<file path="src/rtl/sdcmd_pkg.sv">
package sdcmd_pkg;
  localparam int BUS_W = 32;
  localparam int REG_AW = 3;
  localparam logic [15:0] UNLOCK_KEY = 16'hA55A;
  localparam logic [3:0] CODE_READ = 4'h8;

  localparam logic [REG_AW-1:0] OFS_ADDR = 3'd0;
  localparam logic [REG_AW-1:0] OFS_SIZE = 3'd1;
  localparam logic [REG_AW-1:0] OFS_TX   = 3'd2;
  localparam logic [REG_AW-1:0] OFS_CMD  = 3'd3;
  localparam logic [REG_AW-1:0] OFS_RX   = 3'd4;
  localparam logic [REG_AW-1:0] OFS_STAT = 3'd5;

  typedef struct packed {
    logic issue;    // latch request fields, consume address arming
    logic capture;  // load receive register
    logic setDone;
    logic setErr;
  } ctrlStrobe_t;
endpackage

</file>
<file path="src/rtl/sdcmd_ctrl.sv">
module sdcmd_ctrl
  import sdcmd_pkg::*;
(
  input  logic        clk,
  input  logic        rstN,
  input  logic        cmdWrite,
  input  logic [15:0] cmdKey,
  input  logic [3:0]  cmdCode,
  input  logic        addrArmed,
  input  logic        seqAck,
  output ctrlStrobe_t strobe,
  output logic        busy,
  output logic [3:0]  codeQ
);
  logic keyOk, codeOk, accept, complete;

  assign keyOk    = (cmdKey == UNLOCK_KEY);
  assign codeOk   = cmdCode[3];
  assign accept   = cmdWrite && !busy && keyOk && codeOk && addrArmed;
  assign complete = busy && seqAck;

  always_comb begin
    strobe.issue   = accept;
    strobe.capture = complete && (codeQ == CODE_READ);
    strobe.setDone = complete;
    strobe.setErr  = cmdWrite && !accept;
  end

  always_ff @(posedge clk) begin
    if (!rstN) begin
      busy  <= 1'b0;
      codeQ <= '0;
    end else if (accept) begin
      busy  <= 1'b1;
      codeQ <= cmdCode;
    end else if (complete) begin
      busy  <= 1'b0;
    end
  end


  req_hold_chk: assert property (@(posedge clk) disable iff (!rstN)
    busy && !seqAck |=> busy);

  req_release_chk: assert property (@(posedge clk) disable iff (!rstN)
    busy && seqAck |=> !busy);

  code_valid_chk: assert property (@(posedge clk) disable iff (!rstN)
    busy |-> codeQ[3]);

  code_frozen_chk: assert property (@(posedge clk) disable iff (!rstN)
    busy && !seqAck |=> $stable(codeQ));
endmodule

</file>
<file path="src/rtl/sdcmd_dpath.sv">
module sdcmd_dpath
  import sdcmd_pkg::*;
#(
  parameter int ADDR_W   = 32,
  parameter int SIZE_W   = 4,
  parameter int SIZE_RST = 2
) (
  input  logic              clk,
  input  logic              rstN,
  input  logic [REG_AW-1:0] regAddr,
  input  logic              regWe,
  input  logic [BUS_W-1:0]  regWdata,
  output logic [BUS_W-1:0]  regRdata,
  input  ctrlStrobe_t       strobe,
  input  logic              pending,
  input  logic [BUS_W-1:0]  seqRdata,
  output logic              addrArmed,
  output logic [ADDR_W-1:0] seqAddr,
  output logic [BUS_W-1:0]  seqWdata,
  output logic [SIZE_W-1:0] seqSize
);
  logic [ADDR_W-1:0] addrQ;
  logic [SIZE_W-1:0] sizeQ;
  logic [BUS_W-1:0]  txQ, rxQ;
  logic              doneQ, errQ;
  logic              wrAddr, wrSize, wrTx, wrStat;

  assign wrAddr = regWe && (regAddr == OFS_ADDR);
  assign wrSize = regWe && (regAddr == OFS_SIZE);
  assign wrTx   = regWe && (regAddr == OFS_TX);
  assign wrStat = regWe && (regAddr == OFS_STAT);

  always_ff @(posedge clk) begin
    if (!rstN) begin
      addrQ     <= '0;
      sizeQ     <= SIZE_W'(SIZE_RST);
      txQ       <= '0;
      rxQ       <= '0;
      addrArmed <= 1'b0;
      seqAddr   <= '0;
      seqWdata  <= '0;
      seqSize   <= '0;
      doneQ     <= 1'b0;
      errQ      <= 1'b0;
    end else begin
      if (wrAddr) addrQ <= regWdata[ADDR_W-1:0];
      if (wrSize) sizeQ <= regWdata[SIZE_W-1:0];
      if (wrTx)   txQ   <= regWdata;
      if (strobe.issue) begin
        addrArmed <= 1'b0;
        seqAddr   <= addrQ;
        seqWdata  <= txQ;
        seqSize   <= sizeQ;
      end else if (wrAddr) begin
        addrArmed <= 1'b1;
      end
      if (strobe.capture) rxQ <= seqRdata;
      // set has priority over write-one-to-clear
      doneQ <= strobe.setDone | (doneQ & ~(wrStat & regWdata[0]));
      errQ  <= strobe.setErr  | (errQ  & ~(wrStat & regWdata[1]));
    end
  end

  always_comb begin
    case (regAddr)
      OFS_ADDR: regRdata = BUS_W'(addrQ);
      OFS_SIZE: regRdata = BUS_W'(sizeQ);
      OFS_TX:   regRdata = txQ;
      OFS_RX:   regRdata = rxQ;
      OFS_STAT: regRdata = {{(BUS_W-2){1'b0}}, errQ, doneQ};
      default:  regRdata = '0;
    endcase
  end


  done_set_chk: assert property (@(posedge clk) disable iff (!rstN)
    strobe.setDone |=> doneQ);

  err_set_chk: assert property (@(posedge clk) disable iff (!rstN)
    strobe.setErr |=> errQ);

  fields_stable_chk: assert property (@(posedge clk) disable iff (!rstN)
    pending |=> $stable(seqAddr) && $stable(seqWdata) && $stable(seqSize));

  done_sticky_chk: assert property (@(posedge clk) disable iff (!rstN)
    doneQ && !(wrStat && regWdata[0]) |=> doneQ);
endmodule

</file>
<file path="src/rtl/sdcmd_port.sv">
module sdcmd_port
  import sdcmd_pkg::*;
#(
  parameter int ADDR_W   = 32,
  parameter int SIZE_W   = 4,
  parameter int SIZE_RST = 2
) (
  input  logic              clk,
  input  logic              rstN,
  input  logic [2:0]        regAddr,
  input  logic              regWe,
  input  logic [31:0]       regWdata,
  output logic [31:0]       regRdata,
  output logic              seqReq,
  output logic [3:0]        seqCode,
  output logic [ADDR_W-1:0] seqAddr,
  output logic [31:0]       seqWdata,
  output logic [SIZE_W-1:0] seqSize,
  input  logic              seqAck,
  input  logic [31:0]       seqRdata
);
  ctrlStrobe_t strobe;
  logic        addrArmed;

  sdcmd_ctrl u_ctrl (
    .clk      (clk),
    .rstN     (rstN),
    .cmdWrite (regWe && (regAddr == OFS_CMD)),
    .cmdKey   (regWdata[31:16]),
    .cmdCode  (regWdata[3:0]),
    .addrArmed(addrArmed),
    .seqAck   (seqAck),
    .strobe   (strobe),
    .busy     (seqReq),
    .codeQ    (seqCode)
  );

  sdcmd_dpath #(.ADDR_W(ADDR_W), .SIZE_W(SIZE_W), .SIZE_RST(SIZE_RST)) u_dpath (
    .clk      (clk),
    .rstN     (rstN),
    .regAddr  (regAddr),
    .regWe    (regWe),
    .regWdata (regWdata),
    .regRdata (regRdata),
    .strobe   (strobe),
    .pending  (seqReq),
    .seqRdata (seqRdata),
    .addrArmed(addrArmed),
    .seqAddr  (seqAddr),
    .seqWdata (seqWdata),
    .seqSize  (seqSize)
  );
endmodule

</file>
<file path="config.mk">
export PLATFORM = sky130hd
export DESIGN_NAME = sdcmd_port
export DESIGN_NICKNAME = d
export VERILOG_FILES = /design/src/rtl/sdcmd_pkg.sv /design/src/rtl/sdcmd_ctrl.sv /design/src/rtl/sdcmd_dpath.sv /design/src/rtl/sdcmd_port.sv
export SDC_FILE = /design/constraint.sdc
export NUM_CORES = 1
export LEC_CHECK = 0
export ABC_AREA = 1
export BUFFER_PORTS_ARGS = -buffer_cell sky130_fd_sc_hd__buf_4
export CORE_ASPECT_RATIO = 1.25
export CORE_MARGIN = 8
export CORE_UTILIZATION = 40
export DETAILED_ROUTE_END_ITERATION = 8
export GPL_TIMING_DRIVEN = 0
export HOLD_SLACK_MARGIN = 0.05
export PLACE_DENSITY = 0.69
export SYNTH_ARGS = -nofsm -noshare
export SYNTH_HDL_FRONTEND = slang
export SYNTH_SLANG_ARGS = --single-unit
</file>
<file path="constraint.sdc">
create_clock -name clk -period 1.7 [get_ports clk]
set_input_delay 0 -clock clk [delete_from_list [all_inputs] [get_ports clk]]
set_output_delay 0 -clock clk [all_outputs]
set_load 0.005 [all_outputs]
</file>
==> out/metrics.yaml, run 1 <==
status: "finished, final reports clean"
cts.clk_slew.worst_paths_ns: 0.06
area_growth_pct: 40.5
maxCapViolations: 0
grt_max_degree: 17
start_util_pct: 40.7
instances_no_fill: 1557
yosysWarningCount: 0
viasPerCell: 4.83
finalCritPeriodShare_pct: 94.4
synthesis.area_um2: 7330
final_nets: 1387
yosysTopAreaCellShare_pct: 48.1
wl_per_cell_um: 16.2
die_w_um: 137
critPathKind: "in2out"
yosys_register_bits: 176
final.min_clock_period_ns: 1.61
fmax_mhz: 623
worst_skew_pair.late_latency_ns: 0.43
crit_path_start_kind: "primary input"
num_rows: 55
setup-tns-final_ns: 0
end_kind: "output pin"
grt_pass1_wl_um: 39400
cts_tree: "done"
htreeDepth: 4
yosysSeqAreaShare_pct: 48.1
clock_skew_ns: 0.00799
clockBufferDepth: 2
tightest_slew_ns: 0.814
core_um2: 18000
grtUsageTotal_pct: 22.1
cp.required_ns: 1.70
antenna_left: 0
die_y_um: 167
drc: 0
drive_gt1_share_pct: 19.1
vias: 7525
diodes: 0
netlist_instances: 1049
avgSynthCellArea_um2: 6.99
slew_violations: 0
yosysUniqueCellTypes: 21
hpwl_um: 18500
cp.arrival_ns: 1.61
p_leak_nw: 4.86
worstPathMaxFanout: 10
hold_viol_final: 0
final_core_util_pct: 57.2
io_pins: 176
grt_antenna_before_repair: 0
syn_nets: 1120
cts_sinks: 176
io_buffers: 175
slew-limit-headroom_pct: 45.8
num-fill-cells: 1705
cts_buffers: 17
total_power_mw: 8.97
yosys.area.top_type: "dfxtp_1"
grt_pass1_vias: 7439
drtIter0Drc: 518
seq_area_um2: 3520
drt_wl_total_um: 25300
peakVddDrop_mv: 0.633
min_path_type: "in2reg"
root_buffer: "clkbuf_16"
first_pass_iters: 5
synth_area_leaders: "dfxtp_1, nand2_1, nor2_1, inv_1, a21oi_1"
place.gp.congestion: 0.862
dieArea_um2: 22900
multi_input_area_um2: 2930
hold_ws_ns: 0.136
grt-ovfl-total: 0
setup_violations: 0
power_density_nw_per_um2: 870
dp_cells: 1452
cell families after synthesis:
group | Yosys count | share of synthesized area (%)
AO/OA/AOI/OAI | 199 | 15.2
flip-flops | 176 | 48.1
AND/OR/NAND/NOR | 455 | 24.5
buffers and inverters | 219 | 12.2
registers in the layout, summed over array words and instances, names as in the netlist, 4 cells and up:
signal and flops:
u_dpath.addrQ 32, u_ctrl.codeQ 4, u_dpath.seqAddr 32, u_dpath.rxQ 32
u_dpath.seqWdata 32, u_dpath.seqSize 4, u_dpath.sizeQ 4, u_dpath.txQ 32
cell usage after synthesis (all sizes together):
master     n
a21oi    100
buf       29
clkbuf    35
dfxtp    176
inv      155
nand2    242
nand3     43
nand4      1
nor2     167
nor3       1
o2111ai    2
o21ai     69
o221ai    28
or2        1
routing by layer:
layer	routed length, um	up-vias	global-route usage [%]
met2	13000	267	38.5
met4	544	0	9.14
met1	10100	3425	25.2
li1	-	3798	-
met3	1670	35	4.88
met5	0	-	0
final timing paths:
check / slack (ns) / cells after the start / start / to
max: 0.09 / 8 / regAddr[1] / regRdata[9]
min: 0.14 / 4 / rstN / u_dpath.rxQ[18]$_SDFFE_PN0P_
max reg2reg: 0.10 / 6 / u_ctrl.busy$_SDFFE_PN0P_ / u_dpath.rxQ[26]$_SDFFE_PN0P_
min reg2reg: 0.46 / 2 / u_dpath.rxQ[9]$_SDFFE_PN0P_ / u_dpath.rxQ[9]$_SDFFE_PN0P_
placed cells by master (no fill, tap or decap), types with 4 or more instances in the layout:
| master | netlist | final |
|---|---|---|
| buf_2 | 17 | 16 |
| clkbuf_1 | 34 | 32 |
| clkbuf_16 | 0 | 17 |
| clkbuf_8 | 0 | 4 |
| o221ai_1 | 28 | 28 |
| clkbuf_2 | 1 | 6 |
| nand3_1 | 43 | 43 |
| dlygate4sd3_1 | 0 | 73 |
| inv_1 | 153 | 153 |
| nand2_1 | 242 | 241 |
| clkinv_2 | 0 | 4 |
| o21ai_0 | 69 | 69 |
| nor2_1 | 158 | 156 |
| dfxtp_1 | 176 | 176 |
| a21oi_1 | 98 | 98 |
| nor2_2 | 8 | 9 |
| buf_4 | 0 | 176 |
| buf_6 | 7 | 7 |
critical path, stage by stage:
cell and delay [ns]:
buf_4 0.14, inv_1 0.12, nand3_1 0.21, inv_2 0.28, buf_1 0.45, nand2_1 0.10
o221ai_1 0.13, buf_4 0.17
through the flow:
| step | setup WS [ns] | area, um2 |
|---|---|---|
| 2_1_floorplan | 0.455 | 7330 |
| 3_3_place_gp | -0.0418 | 8930 |
| 3_5_place_dp | -0.0240 | 8930 |
| 4_1_cts | 0.00103 | 10300 |
| 5_1_grt | -0.0250 | 10300 |
| 6_report | 0.0947 | 10300 |
where the power goes:
group / internal, mW / total (mW) / switching (mW) / leakage, nW
Sequential: 4.18 / 4.21 / 0.0324 / 1.42
Combinational: 0.300 / 0.645 / 0.345 / 3.14
Clock: 2.46 / 4.11 / 1.65 / 0.298
Total: 6.94 / 8.97 / 2.03 / 4.86
area by class of cell:
class | count | area share (%)
Sequential cell | 176 | 34.2
Tap cell | 228 | 2.77
Inverter | 155 | 5.65
Timing Repair Buffer | 248 | 19.8
Multi-Input combinational cell | 654 | 28.4
Clock buffer | 22 | 4.70
Clock inverter | 10 | 1.29
Buffer | 64 | 3.14
repair_timing:
item | in CTS | in global routing
endpoints found under the setup margin | 28 | 77
resized for setup | 3 | 10
buffers inserted | 0 | 0
cloned | 0 | 0
hold endpoints to repair | 106 | 0
hold buffers | 73 | 0
No activity file was read; power rests on OpenSTA's default activity.
==> run 2: changes to the inputs <==
--- a/config.mk
+++ b/config.mk
@@ -13,7 +13,7 @@
 export DETAILED_ROUTE_END_ITERATION = 8
 export GPL_TIMING_DRIVEN = 0
 export HOLD_SLACK_MARGIN = 0.05
-export PLACE_DENSITY = 0.69
+export PLACE_DENSITY = 0.72
 export SYNTH_ARGS = -nofsm -noshare
 export SYNTH_HDL_FRONTEND = slang
 export SYNTH_SLANG_ARGS = --single-unit
==> run 2 against run 1 <==
Non-clock buffer count is 1 lower. First-iteration DRC count is 19% higher. Sequential power hardly changed. Global-route usage hardly changed. Clock power is 4% lower. Utilization is 0.25 points lower. Die area stayed put. Critical endpoint is now regRdata[15]. Largest cell class unchanged.
==> out/metrics.yaml, run 2 (synthesized netlist as in run 1, its figures left out) <==
status: "finished, final reports clean"
p_sw_mw: 1.99  # -2.1%
end_kind: "output pin"
power_density_nw_per_um2: 858  # -1.4%
tightest_slew_ns: 0.851  # +0.0378 ns
cts_sinks: 176  # unchanged
instances_no_fill: 1554  # -0.19%
core_um2: 18000  # unchanged
drt_wl_total_um: 25700  # +1.7%
grt_antenna_before_repair: 0  # unchanged
setup_violations: 0  # unchanged
peakVddDrop_mv: 0.677  # +7.0%
crit_path_start_kind: "primary input"
p_int_mw: 6.82  # -1.7%
maxCapViolations: 0  # unchanged
p_leak_nw: 4.84  # -0.23%
grt_max_degree: 17  # unchanged
drc: 0  # unchanged
die_y_um: 167  # unchanged
hold_viol_final: 0  # unchanged
area_growth_pct: 39.9
clockBufferDepth: 2  # unchanged
slew-limit-headroom_pct: 43.2  # -2.5 points
start_util_pct: 40.7  # unchanged
diodes: 0  # unchanged
min_path_type: "in2reg"
dieArea_um2: 22900  # unchanged
clock_skew_ns: 0.00682  # -0.00117 ns
slew_violations: 0  # unchanged
vias: 7579  # +0.72%
setup-tns-final_ns: 0  # unchanged
final_area_um2: 10300  # -0.44%
rsz0062_at_grt: "false"
place_area_um2: 8930  # unchanged
seqPwrFrac_pct: 47.8  # +0.8 points
hpwl_um: 18500  # +0.36%
path_cells: "buf_4, nor2_1, inv_1, nor2_2, inv_1, clkbuf_1, o221ai_1, buf_4"
worst_skew_pair.late_latency_ns: 0.43  # about the same
grt-ovfl-total: 0  # unchanged
antenna_left: 0  # unchanged
critPathKind: "in2out"
drive_gt1_share_pct: 19.1  # -0.032 points
wl_per_cell_um: 16.5  # +1.9%
cp.required_ns: 1.70  # about the same
finalCritPeriodShare_pct: 95.7  # +1.3 points
final_nets: 1386  # -0.072%
grt_pass1_vias: 7302  # -1.8%
final_common_cell: "nand2_1"
final.min_clock_period_ns: 1.63  # +0.0223 ns
total_power_mw: 8.81  # -1.8%
die_w_um: 137  # unchanged
met2RoutedLength_um: 12800  # -1.4%
dp_cells: 1452  # unchanged
wl_met1_um: 10400  # +2.9%
top_layer: "met4"
swShare_pct: 22.6  # -0.079 points
io_pins: 176  # unchanged
hold_ws_ns: 0.0392  # -0.0967 ns
cts_buffers: 17  # unchanged
cts.clk_slew.worst_paths_ns: 0.06  # about the same
setup_slack_ns: 0.0724  # -0.0223 ns
grt_pass1_wl_um: 39200  # -0.39%
io_buffers: 175  # unchanged
first_pass_iters: 5  # unchanged
final_core_util_pct: 56.9  # -0.25 points
place.gp.congestion: 0.855  # -0.74%
num-fill-cells: 1710  # +0.29%
p_comb_share_pct: 7.3  # about the same
viasPerCell: 4.88  # +0.91%
htreeDepth: 4  # unchanged
num_rows: 55  # unchanged
pwr-share-clk_pct: 44.8  # -1.0 points
pre_cts_slack_ns: -0.0309  # -0.00683 ns
cts_tree: "done"
drtIter0Drc: 617  # +19%
root_buffer: "clkbuf_16"
wl_met3_um: 1780  # +6.8%
slowest_stage: "clkbuf_1"
fmax_mhz: 614  # -1.4%
grtUsageTotal_pct: 22.1  # -0.034 points
max_stage_delay_ns: 0.65  # +0.20 ns
worstPathMaxFanout: 10  # unchanged
cp.arrival_ns: 1.63  # +0.02 ns
mostFrequentLayoutCells: "nand2_1, buf_4, dfxtp_1, nor2_1, inv_1"
run 2: final cells by class:
cell class	count	area [um2]	area share, %
sequential	176	3520	34.3
multi-input combinational	654	2920	28.5
timing repair buffer	247	2030	19.8
inverter	155	582	5.67
clock buffer	25	505	4.93
buffer	64	328	3.20
tap	228	285	2.78
clock inverter	5	77.6	0.756
run 2: power groups by stage:
stage,clock (mW),sequential [mW],combinational [mW]
global route,4.14,4.22,0.696
floorplan,0,4.30,0.214
detailed placement,0,4.30,0.498
global placement,0,4.30,0.493
CTS,3.97,4.21,0.635
finish,3.95,4.21,0.647
run 2: final timing paths:
kind                          startpoint                       endpoint  slack, ns  depth (start not counted)
max                           regAddr[2]                   regRdata[15]       0.07                          8
min                           regAddr[1]  u_dpath.sizeQ[1]$_SDFFE_PN1P_       0.04                          5
max reg2reg     u_ctrl.busy$_SDFFE_PN0P_   u_dpath.rxQ[17]$_SDFFE_PN0P_       0.15                          6
min reg2reg  u_dpath.rxQ[0]$_SDFFE_PN0P_    u_dpath.rxQ[0]$_SDFFE_PN0P_       0.46                          2
run 2: what timing repair did:
action / CTS / global route
setup buffers: 0 / 0
endpoints found under the hold margin: 106 / 0
cloned: 0 / 0
resized for setup: 1 / 16
setup endpoints to repair: 16 / 69
hold buffers: 72 / 0
run 2: layer usage:
metal / up-vias / GRT usage [%]
met2: 269 / 37.6
met5: - / 0
li1: 3804 / -
met4: 0 / 9.66
met3: 45 / 5.21
met1: 3461 / 25.5
run 2: critical path: cells and delay by family:
family / cells / cell delay (ns)
compound gates: 1 / 0.31
simple gates: 2 / 0.13
buf+inv: 5 / 1.18
==> run 3: changes to the inputs <==
--- a/config.mk
+++ b/config.mk
@@ -5,15 +5,15 @@
 export SDC_FILE = /design/constraint.sdc
 export NUM_CORES = 1
 export LEC_CHECK = 0
-export ABC_AREA = 1
 export BUFFER_PORTS_ARGS = -buffer_cell sky130_fd_sc_hd__buf_4
+export CAP_MARGIN = 20
 export CORE_ASPECT_RATIO = 1.25
 export CORE_MARGIN = 8
 export CORE_UTILIZATION = 40
 export DETAILED_ROUTE_END_ITERATION = 8
 export GPL_TIMING_DRIVEN = 0
 export HOLD_SLACK_MARGIN = 0.05
-export PLACE_DENSITY = 0.72
+export PLACE_DENSITY = 0.71
 export SYNTH_ARGS = -nofsm -noshare
 export SYNTH_HDL_FRONTEND = slang
 export SYNTH_SLANG_ARGS = --single-unit
==> run 3 against run 2 <==
The run now ends with negative setup slack left. Total power grew 1.5%. Critical path type is now reg2reg. Hold slack gained 0.020 ns. First-iteration DRC count shrank 21%. Worst setup slack lost 0.14 ns. Clock-buffer cell count shrank 3.
==> out/metrics.yaml, run 3 <==
grt-ovfl-total: 0  # unchanged
core_um2: 18700  # +3.8%
place.gp.congestion: 0.822  # -3.8%
first_pass_iters: 5  # unchanged
drt_wl_total_um: 27300  # +6.2%
htreeDepth: 4  # unchanged
yosysTopAreaCellShare_pct: 46.5  # -1.6 points
instances_no_fill: 1432  # -7.9%
grt_pass1_wl_um: 41100  # +4.8%
path_cells: "nor4bb_4, nand2_1, nor4_4, buf_6, clkbuf_16, mux2i_1"
drc: 0  # unchanged
antenna_left: 0  # unchanged
cp.required_ns: 2.05  # +0.35 ns
yosys.area.top_type: "dfxtp_1"
clock_skew_ns: 0.00801  # +0.00119 ns
io_pins: 176  # unchanged
grt_max_degree: 17  # unchanged
final.min_clock_period_ns: 1.76  # +0.135 ns
hpwl_um: 19100  # +2.8%
postSynth.asyncResetShare_pct: 0  # unchanged
grt_antenna_before_repair: 0  # unchanged
viasPerCell: 5.16  # +5.9%
setup_slack_ns: -0.0631  # -0.135 ns
critPathBufInv: 2  # -3
slew_violations: 0  # unchanged
crit_path_start_kind: "flop"
num-fill-cells: 1714  # +0.23%
maxCapViolations: 0  # unchanged
cp.arrival_ns: 2.12  # +0.49 ns
synth_area_leaders: "dfxtp_1, nand2_1, mux2i_1, a21boi_0, nor2_1"
max_stage_delay_ns: 0.36  # -0.29 ns
synth_common_cells: "nand2_1, dfxtp_1, mux2i_1, a21boi_0, nor2_1"
yosysSeqAreaShare_pct: 46.5  # -1.6 points
die_w_um: 139  # +1.5%
worstPathMaxFanout: 7  # -3
io_buffers: 174  # -0.57%
worst_skew_pair.late_latency_ns: 0.43  # about the same
drtIter0Drc: 489  # -21%
dp_cells: 1328  # -8.5%
cts_sinks: 176  # unchanged
netlist_instances: 922  # -12%
synthesis.area_um2: 7580  # +3.4%
final_area_um2: 10700  # +4.1%
rsz0062_at_grt: "true"
ys.flop_type: "dfxtp_1"
start_util_pct: 40.5  # -0.13 points
root_buffer: "clkbuf_16"
num_rows: 56  # +1.8%
rrSetupSlack_ns: -0.06  # -0.21 ns
hold_ws_ns: 0.0590  # +0.0198 ns
synth_edf_count: 0  # unchanged
cts_buffers: 17  # unchanged
critPathKind: "reg2reg"
critPathTopFamily: "simple AND/OR/NAND/NOR gates"
yosysUniqueCellTypes: 32  # +52%
drive_gt1_share_pct: 19.9  # +0.84 points
min_path_type: "in2reg"
peakVddDrop_mv: 0.666  # -1.7%
area_growth_pct: 40.9
finalCritPeriodShare_pct: 104  # +8.0 points
violations: "negative setup slack"
fmax_mhz: 567  # -7.7%
slew-limit-headroom_pct: 50.7  # +7.4 points
cts_tree: "done"
grtUsageTotal_pct: 22.5  # +0.47 points
slowest_stage: "dfxtp_4"
yosysWarningCount: 0  # unchanged
dieArea_um2: 23600  # +3.1%
setup_violations: 50  # +50
power_density_nw_per_um2: 837  # -2.5%
final_common_cell: "nand2_1"
clockBufferDepth: 2  # unchanged
wl_per_cell_um: 19.1  # +15%
tightest_slew_ns: 0.740  # -0.111 ns
synth_most_common_cell: "nand2_1"
syn_nets: 993  # -11%
avgSynthCellArea_um2: 8.23  # +18%
diodes: 0  # unchanged
final_nets: 1259  # -9.2%
vias: 7394  # -2.4%
hold_viol_final: 0  # unchanged
place_area_um2: 9180  # +2.8%
yosys_register_bits: 176  # unchanged
end_kind: "flop"
mostFrequentLayoutCells: "nand2_1, buf_4, dfxtp_1, mux2i_1, a21boi_0"
p_leak_nw: 4.03  # -17%
grt_pass1_vias: 7358  # +0.77%
die_y_um: 170  # +1.5%
status: "complete, but fails checks"
cts.clk_slew.worst_paths_ns: 0.06  # about the same
run 3: changes by cell type in the layout (fill, tap and decap cells not counted), moves of 18 or more:
cell | before | now
a21boi_0 | 0 | 96
o21ai_0 | 69 | 4
mux2i_1 | 0 | 106
inv_1 | 153 | 0
nand3_1 | 43 | 2
clkbuf_1 | 33 | 51
nor2_1 | 156 | 62
nand2_1 | 241 | 340
o221ai_1 | 28 | 0
a21oi_1 | 98 | 30
run 3: power breakdown:
group | switching (mW) | leakage [nW] | internal [mW]
Clock | 1.65 | 0.287 | 2.39
Sequential | 0.0283 | 1.42 | 4.16
Combinational | 0.384 | 2.33 | 0.336
run 3: tightest hold or removal path: cells and delay by family:
| kind | cells | cell delay [ns] |
|---|---|---|
| compound gates | 1 | 0.07 |
| simple gates | 3 | 0.25 |
| buf+inv | 1 | 0.12 |
run 3: stage by stage:
| step | util (%) | TNS, ns | power, mW | setup slack, ns |
|---|---|---|---|---|
| 2_1_floorplan | - | 0 | 4.53 | 0.130 |
| 3_3_place_gp | 49.1 | -59.37 | 4.84 | -0.628 |
| 3_5_place_dp | 49.1 | -61.66 | 4.85 | -0.676 |
| 4_1_cts | 56.5 | -0.364 | 8.94 | -0.0312 |
| 5_1_grt | 57.1 | -8.12 | 9.19 | -0.143 |
| 6_report | 57.1 | -1.49 | 8.94 | -0.0631 |
run 3: what timing repair did:
action | 4_1_cts | 5_1_grt
hold buffers | 70 | 0
hold endpoints to repair | 108 | 0
setup buffers | 1 | 2
cloned | 0 | 2
gates resized for setup | 25 | 23
endpoints found under the setup margin | 134 | 131
run 3: layout make-up:
| cell class | count | area (um2) | area share (%) |
|---|---|---|---|
| Multi-Input combinational cell | 675 | 3790 | 35.5 |
| Tap cell | 232 | 290 | 2.72 |
| Clock inverter | 9 | 133 | 1.24 |
| Sequential cell | 176 | 3530 | 33.0 |
| Clock buffer | 22 | 464 | 4.35 |
| Timing Repair Buffer | 249 | 2080 | 19.5 |
| Buffer | 69 | 398 | 3.72 |
run 3: cells by family (layout without fill, tap and decap cells):
kind of cell	count (synthesis)	in the layout	synth area share (%)
muxes	109	109	14.4
DFF	176	176	46.5
buffers and inverters	71	349	4.09
AOI/OAI and AO/OA	137	137	12.5
and+or+nand+nor	429	429	22.6
run 3: path summary, 6_finish.rpt:
path                                                   startpoint                                end  depth (start not counted)
worst min-delay path                                        regWe        u_dpath.txQ[0]$_SDFFE_PN0P_                          5
worst min register to register  u_dpath.seqWdata[31]$_SDFFE_PN0P_  u_dpath.seqWdata[31]$_SDFFE_PN0P_                          2
worst max-delay path                     u_ctrl.busy$_SDFFE_PN0P_  u_dpath.seqWdata[22]$_SDFFE_PN0P_                          6
worst max register to register           u_ctrl.busy$_SDFFE_PN0P_  u_dpath.seqWdata[22]$_SDFFE_PN0P_                          6
run 3: metal layers:
metal  part of all wire, %  GRT usage (%)
met3                   7.1           5.89
met2                    49           39.3
met5                     0              0
met1                    39           24.9
met4                   4.5           12.1
